[src/rtl/freq_guard_pkg.sv]
package freq_guard_pkg;
  localparam int TMO_W = 5;

  typedef struct packed {
    logic [TMO_W-1:0] timeout;
    logic             long_unit;
  } guard_tmr_t;

  typedef struct packed {
    logic arm_en;
    logic rst_on_expire;
    logic rst_on_change;
  } guard_ctl_t;
endpackage

[src/rtl/freq_guard_regs.sv]
module freq_guard_regs
  import freq_guard_pkg::*;
(
  input  logic             clk,
  input  logic             rst_n,
  input  logic             tmr_we,
  input  guard_tmr_t       tmr_wdata,
  input  logic             ctl_we,
  input  guard_ctl_t       ctl_wdata,
  input  logic             clear_sts,
  input  logic             expire,
  output guard_tmr_t       tmr_q,
  output guard_ctl_t       ctl_q,
  output logic             sts_q
);
  guard_tmr_t tmr_d;
  guard_ctl_t ctl_d;
  logic       sts_d;

  always_comb begin
    tmr_d = tmr_q;
    ctl_d = ctl_q;
    sts_d = sts_q;
    if (tmr_we) tmr_d = tmr_wdata;
    if (ctl_we) ctl_d = ctl_wdata;
    if (expire)                      sts_d = 1'b1;
    else if (ctl_we && clear_sts)    sts_d = 1'b0;
  end

  always_ff @(posedge clk or negedge rst_n) begin
    if (!rst_n) begin
      tmr_q <= '{timeout: {TMO_W{1'b1}}, long_unit: 1'b0};
      ctl_q <= '0;
      sts_q <= 1'b0;
    end else begin
      tmr_q <= tmr_d;
      ctl_q <= ctl_d;
      sts_q <= sts_d;
    end
  end

  p_sts_set_r5: assert property (@(posedge clk) disable iff (!rst_n)
    expire |=> sts_q);
  p_sts_clear_r6: assert property (@(posedge clk) disable iff (!rst_n)
    (ctl_we && clear_sts && !expire) |=> !sts_q);
  p_sts_hold_r6: assert property (@(posedge clk) disable iff (!rst_n)
    (sts_q && !(ctl_we && clear_sts)) |=> sts_q);
endmodule

[src/rtl/freq_guard_counter.sv]
module freq_guard_counter
  import freq_guard_pkg::*;
#(
  parameter int SHORT_TICKS = 4,
  parameter int LONG_TICKS  = 12
) (
  input  logic             clk,
  input  logic             rst_n,
  input  logic             arm_en,
  input  logic [TMO_W-1:0] timeout,
  input  logic             long_unit,
  input  logic             freq_change,
  input  logic             time_tick,
  output logic             expire_q
);
  localparam int MAX_TICKS = (LONG_TICKS > SHORT_TICKS) ? LONG_TICKS : SHORT_TICKS;
  localparam int PRE_W     = $clog2(MAX_TICKS + 1);
  localparam logic [PRE_W-1:0] SHORT_LAST = PRE_W'(SHORT_TICKS - 1);
  localparam logic [PRE_W-1:0] LONG_LAST  = PRE_W'(LONG_TICKS - 1);

  logic             run_q, run_d;
  logic [TMO_W-1:0] cnt_q, cnt_d;
  logic [PRE_W-1:0] pre_q, pre_d;
  logic             exp_d;
  logic [PRE_W-1:0] unit_last;

  assign unit_last = long_unit ? LONG_LAST : SHORT_LAST;

  always_comb begin
    run_d = run_q;
    cnt_d = cnt_q;
    pre_d = pre_q;
    exp_d = 1'b0;
    if (!arm_en) begin
      run_d = 1'b0;
      cnt_d = timeout;
      pre_d = '0;
    end else if (freq_change) begin
      run_d = 1'b1;
      cnt_d = timeout;
      pre_d = '0;
    end else if (run_q && time_tick) begin
      if (pre_q >= unit_last) begin
        pre_d = '0;
        if (cnt_q <= TMO_W'(1)) begin
          cnt_d = '0;
          run_d = 1'b0;
          exp_d = 1'b1;
        end else begin
          cnt_d = cnt_q - 1'b1;
        end
      end else begin
        pre_d = pre_q + 1'b1;
      end
    end
  end

  always_ff @(posedge clk or negedge rst_n) begin
    if (!rst_n) begin
      run_q    <= 1'b0;
      cnt_q    <= '0;
      pre_q    <= '0;
      expire_q <= 1'b0;
    end else begin
      run_q    <= run_d;
      cnt_q    <= cnt_d;
      pre_q    <= pre_d;
      expire_q <= exp_d;
    end
  end

  p_expire_single_r2: assert property (@(posedge clk) disable iff (!rst_n)
    expire_q |=> !expire_q);
  p_stop_after_expire_r7: assert property (@(posedge clk) disable iff (!rst_n)
    expire_q |-> !run_q);
  p_disarmed_quiet_r4: assert property (@(posedge clk) disable iff (!rst_n)
    !arm_en |=> (!expire_q && !run_q));
  p_change_arms_r3: assert property (@(posedge clk) disable iff (!rst_n)
    (arm_en && freq_change) |=> (run_q && !expire_q));
endmodule

[src/rtl/freq_guard_rstgen.sv]
module freq_guard_rstgen #(
  parameter int RST_PULSE_CYC = 4
) (
  input  logic clk,
  input  logic rst_n,
  input  logic trig,
  output logic sys_rst_n
);
  localparam int RC_W = $clog2(RST_PULSE_CYC + 1);

  logic rst_n_q, rst_n_d;

  generate
    if (RST_PULSE_CYC <= 1) begin : g_single
      assign rst_n_d = !trig;
    end else begin : g_count
      logic [RC_W-1:0] rc_q, rc_d;
      always_comb begin
        if (trig)               rc_d = RC_W'(RST_PULSE_CYC);
        else if (rc_q != '0)    rc_d = rc_q - 1'b1;
        else                    rc_d = rc_q;
      end
      assign rst_n_d = (rc_d == '0);
      always_ff @(posedge clk or negedge rst_n) begin
        if (!rst_n) rc_q <= '0;
        else        rc_q <= rc_d;
      end
    end
  endgenerate

  always_ff @(posedge clk or negedge rst_n) begin
    if (!rst_n) rst_n_q <= 1'b1;
    else        rst_n_q <= rst_n_d;
  end

  assign sys_rst_n = rst_n_q;

  p_pulse_start_r8: assert property (@(posedge clk) disable iff (!rst_n)
    trig |=> !sys_rst_n);
endmodule

[src/rtl/freq_guard_wdt.sv]
module freq_guard_wdt
  import freq_guard_pkg::*;
#(
  parameter int SHORT_TICKS   = 4,
  parameter int LONG_TICKS    = 12,
  parameter int RST_PULSE_CYC = 4
) (
  input  logic             clk,
  input  logic             rst_n,
  input  logic             tmr_we,
  input  logic [TMO_W-1:0] tmr_timeout,
  input  logic             tmr_long_unit,
  input  logic             ctl_we,
  input  logic             ctl_arm_en,
  input  logic             ctl_rst_on_expire,
  input  logic             ctl_rst_on_change,
  input  logic             ctl_clear_sts,
  input  logic             freq_change,
  input  logic             time_tick,
  output logic             expire_evt,
  output logic             expired_sts,
  output logic             sys_rst_n
);
  guard_tmr_t tmr_q;
  guard_ctl_t ctl_q;
  guard_tmr_t tmr_w;
  guard_ctl_t ctl_w;
  logic       rst_trig;

  assign tmr_w = '{timeout: tmr_timeout, long_unit: tmr_long_unit};
  assign ctl_w = '{arm_en: ctl_arm_en, rst_on_expire: ctl_rst_on_expire,
                   rst_on_change: ctl_rst_on_change};

  freq_guard_regs u_regs (
    .clk       (clk),
    .rst_n     (rst_n),
    .tmr_we    (tmr_we),
    .tmr_wdata (tmr_w),
    .ctl_we    (ctl_we),
    .ctl_wdata (ctl_w),
    .clear_sts (ctl_clear_sts),
    .expire    (expire_evt),
    .tmr_q     (tmr_q),
    .ctl_q     (ctl_q),
    .sts_q     (expired_sts)
  );

  freq_guard_counter #(
    .SHORT_TICKS (SHORT_TICKS),
    .LONG_TICKS  (LONG_TICKS)
  ) u_counter (
    .clk         (clk),
    .rst_n       (rst_n),
    .arm_en      (ctl_q.arm_en),
    .timeout     (tmr_q.timeout),
    .long_unit   (tmr_q.long_unit),
    .freq_change (freq_change),
    .time_tick   (time_tick),
    .expire_q    (expire_evt)
  );

  assign rst_trig = (expire_evt && ctl_q.rst_on_expire) ||
                    (freq_change && ctl_q.rst_on_change);

  freq_guard_rstgen #(
    .RST_PULSE_CYC (RST_PULSE_CYC)
  ) u_rstgen (
    .clk       (clk),
    .rst_n     (rst_n),
    .trig      (rst_trig),
    .sys_rst_n (sys_rst_n)
  );

  p_change_pulse_r9: assert property (@(posedge clk) disable iff (!rst_n)
    (freq_change && ctl_q.rst_on_change) |=> !sys_rst_n);
endmodule

[config.mk]
export PLATFORM = sky130hd
export DESIGN_NAME = freq_guard_wdt
export DESIGN_NICKNAME = d
export VERILOG_FILES = /design/src/rtl/freq_guard_pkg.sv /design/src/rtl/freq_guard_regs.sv /design/src/rtl/freq_guard_counter.sv /design/src/rtl/freq_guard_rstgen.sv /design/src/rtl/freq_guard_wdt.sv
export SDC_FILE = /design/constraint.sdc
export NUM_CORES = 1
export LEC_CHECK = 0
export BUFFER_PORTS_ARGS = -buffer_cell sky130_fd_sc_hd__buf_4
export CORE_MARGIN = 3
export CORE_UTILIZATION = 55
export CTS_CLUSTER_SIZE = 10
export DETAILED_ROUTE_END_ITERATION = 16
export PLACE_DENSITY = 0.77
export SLEW_MARGIN = 30
export SYNTH_ARGS = -nofsm -noshare
export SYNTH_HDL_FRONTEND = slang
export SYNTH_SLANG_ARGS = --single-unit
[constraint.sdc]
create_clock -name clk -period 2 [get_ports clk]
set_input_delay 0.5 -clock clk [delete_from_list [all_inputs] [get_ports clk]]
set_output_delay 0.5 -clock clk [all_outputs]
set_load 0.01 [all_outputs]
==> impl.org <==
** Outcome
- Run status :: finished, final reports clean

** Logic synthesis
- Synthesized Nets :: 138
- Sequential area share after synthesis :: 0.5035
- Multiplexer area fraction after synthesis :: 0.07960
- The Yosys step of the flow raised 0 warnings.
- Main combinational cell family by area after synthesis :: simple AND/OR/NAND/NOR gates
- Simple-gate share of the synthesized area :: 0.1622
- The share of synthesized area in the top cell type comes to 0.3781.
- Share of the synthesized area in compound gates (AO/OA/AOI/OAI) :: 0.1393
- Post-Synth Adder-Cell Area :: 0.06965
- Total standard cell area after synthesis :: 1257 µm²
- In the synthesized netlist, the number of instances is 115.
- The synthesized netlist contains 36 unique library cells.
- Share of the synthesized netlist area taken by xor and xnor gates :: 0.006965
- Flops & latches, synth :: 25
- Top cell type by total area after synthesis :: sky130_fd_sc_hd__dfrtp_1
- Each instance of the synthesized netlist takes up on average 10.93 µm².
- Main area contributors after synthesis :: sky130_fd_sc_hd__dfrtp_1, sky130_fd_sc_hd__dfstp_2, sky130_fd_sc_hd__mux2_2

** Global routing
- Maximum number of pins on one net before global-route repair :: 26
- The via count of the first global-routing pass is 900.
- Antenna violations before repair :: 0
- GRT Resource Usage Total :: 0.1879
- Global routing finished with a remaining overflow of 0.
- The first global-routing pass estimated 3.974 mm of wire.

** Worst setup path
- The worst setup path is captured at a flip-flop.
- The worst setup path is launched from a flip-flop.
- Critical path's largest stage delay :: 500 ps
- Ordered cell list for the critical path :: inv_1 -> ha_1 -> o21bai_2 -> and2_4 -> or4_1 -> a31oi_1
- At the worst endpoint, the required time is 2260 ps.
- At the worst endpoint, the arrival time is 2040 ps.
- Among all stages on the critical path, the largest delay is contributed by sky130_fd_sc_hd__or4_1.
- Worst Setup Path Type :: reg2reg
- Largest fanout of any net on the critical path :: 5

** Detailed routing
- In this run, the number of DRC markers left after iteration 0 of detailed routing was 11.
- In this run the remaining antenna-violating nets after routing total 0.
- Routed wirelength normalized by instance count :: 13.25 µm
- After detailed routing, the number of remaining DRC violations is 0.
- For this block, the routed nets add up to 2.133 mm of wire.
- Using the TritonRoute via totals, the vias-per-cell ratio works out to 5.416.
- The first detailed-routing pass ran for 4 iterations.
- Overall via count from detail_route :: 872

** Floorplan
- Vertical extent of the die :: 53.82 µm
- Num ports :: 19
- Horizontal die dimension :: 53.82 µm
- The initial utilization of the core area, before any placement, comes to 0.6098.
- The floorplan step defined a die boundary enclosing 2896 µm².
- The core region is 2062 µm².
- The floorplan has 16 rows.

** STA
- For the final routed database, the setup TNS stands at 0 ps.
- Number of hold violations in the final report :: 0
- Final setup vio count :: 0
- The clock arrives with 1.284 ps of skew.
- Final Max Slew Viols :: 0
- Setup repair after global routing missed its margin :: false
- At the pin with the least slew margin, the transition time is 515.0 ps.
- In the finished design, the share of the clock period the worst path needs comes to 0.8888.
- Fin Hold WS :: 40.63 ps
- Normalized max-slew margin :: 0.6560
- For the finished layout, the period the worst path requires is 1778 ps.
- Highest clock frequency the design can meet :: 562.5 MHz

** Clocking
- Clock transition at path regs :: 140 ps
- Resized Gates After CTS :: 0
- The cell sitting at the root of the clock tree is a sky130_fd_sc_hd__clkbuf_4.
- Clock tree synthesis found a total of 25 sinks.
- Counting the buffers created by CTS gives 3.
- Hold-fix buffers, CTS :: 0
- The clock passes through at most 2 buffers.
- In this run the number of H-tree levels came out at 1.
- The number of setup buffers added after CTS is 0.
- TritonCTS built the clock tree.
- Worst skew pair latency :: 330 ps

** Cells and area
- NumNets Final :: 158
- Layout cells sized above 1 :: 0.3284
- In the final layout, the multi-input gates occupy 575.6 µm².
- The library cell used most frequently in the layout, excluding fill and tap cells, is sky130_fd_sc_hd__dfrtp_1.
- The top cell types in the final layout, fill and taps aside, are sky130_fd_sc_hd__dfrtp_1, sky130_fd_sc_hd__buf_4, sky130_fd_sc_hd__nor2_1.
- The number of antenna diodes in the final layout is 0.
- Filler cell count :: 146
- Sequential cell area :: 633.1 µm²
- Fraction of the core area covered by cells at the end of the flow :: 0.6978
- Relative area change from synthesis to final layout :: 14.43%
- The finished layout holds 161 standard cells, fillers aside.

** Pwr
- Areal power density over the cells :: 824.3 nW/µm²
- Peak supply drop :: 0.6199 mV
- Leakage component of the power :: 0.6488 nW
- Total power for the finished layout comes to 1.186 mW.

** Placed design
- Cells after DPL :: 157
- Final HPWL DP :: 1.600 mm
- During placement, the flow inserted port buffers numbering 18.
- The congestion estimate from routability-driven global placement came to 0.8089.

** Min path
- Class of the worst hold path :: in2async

** Run
- Max-capacitance violation count :: 0
==> final timing paths <==
check | start | cells after the start | slack (ps) | end
worst max-delay path | u_counter.cnt_q[1]$_DFFE_PN0P_ | 6 | 220 | u_counter.cnt_q[4]$_DFFE_PN0P_
worst min-delay path | rst_n | 1 | 40 | u_counter.cnt_q[3]$_DFFE_PN0P_
worst max register to register | u_counter.cnt_q[1]$_DFFE_PN0P_ | 6 | 220 | u_counter.cnt_q[4]$_DFFE_PN0P_
worst min register to register | u_regs.sts_q$_DFFE_PN0P_ | 1 | 520 | u_regs.sts_q$_DFFE_PN0P_
max in group asynchronous | rst_n | 1 | 1670 | u_regs.tmr_q[1]$_DFFE_PN1P_
min in group clk | tmr_long_unit | 3 | 370 | u_regs.tmr_q[0]$_DFFE_PN0P_
==> where the power goes <==
part | switching, mW | internal [mW]
clock network | 0.163 | 0.0816
registers | 0.0487 | 0.587
logic | 0.158 | 0.147
total | 0.370 | 0.816
==> Yosys cell counts, drive strengths merged <==
master / number
dfrtp: 19
nor2: 11
a21oi: 8
inv: 8
mux2: 8
ha: 7
dfstp: 6
nand2: 6
nor3: 5
o21ai: 5
a31oi: 4
o21a: 3
or3: 3
buf: 2
nor3b: 2
o21bai: 2
or4: 2
a21o: 1
a22o: 1
and2: 1
clkbuf: 1
mux2i: 1
nand2b: 1
nand3: 1
nand3b: 1
nand4bb: 1
nor2b: 1
o41ai: 1
or2: 1
or4b: 1
xor2: 1
==> worst max-delay path, delay by kind of cell, from the launching register on <==
family          cells  cell delay (ps)
simple gates        2              650
flops               1              450
compound gates      2              360
fa+ha+maj           1              180
buf+inv             1               80
==> stage by stage <==
stage | worst slack [ps] | instance area, µm²
final | 222.4 | 1439
after global routing | 105.2 | 1439
after CTS | 218.9 | 1439
after detailed placement | 254.5 | 1408
after global placement | 321.7 | 1408
after floorplan | 349.6 | 1257
==> flip-flops by register name, summed over array words and instances, names as in the netlist <==
name / cells
u_regs.tmr_q: 6
u_rstgen.sys_rst_n: 1
u_regs.ctl_q: 3
u_counter.cnt_q: 5
u_counter.run_q: 1
u_rstgen.g_count.rc_q: 3
u_counter.pre_q: 4
u_regs.sts_q: 1
u_counter.expire_q: 1
==> area by class of cell <==
type | count | area share
Clock inverter | 1 | 0.006087
Timing Repair Buffer | 18 | 0.09391
Tap cell | 27 | 0.02348
Sequential cell | 25 | 0.4400
Inverter | 8 | 0.02087
Clock buffer | 3 | 0.01565
Multi-Input combinational cell | 79 | 0.4000
==> layer usage <==
layer  share of wire  global-route usage  vias to the layer above  wire length [µm]
met1            0.49              0.2469                      406              1053
li1                -                   -                      445                 -
met3           0.042             0.05817                        3                89
met2            0.46              0.3044                       18               978
met4          0.0047             0.03830                        0                10
met5               0                   0                        -                 0
==> cells by family (layout without fill, tap and decap cells) <==
group                      count (synthesis)  count (layout)
DFF                                       25              25
and+or+nand+nor                           37              37
muxes                                      9               9
buffers and inverters                     11              30
AOI/OAI and AO/OA                         25              25
adders and majority gates                  7               7
xor gates and xnor gates                   1               1
(Power assumes the default switching activity.)
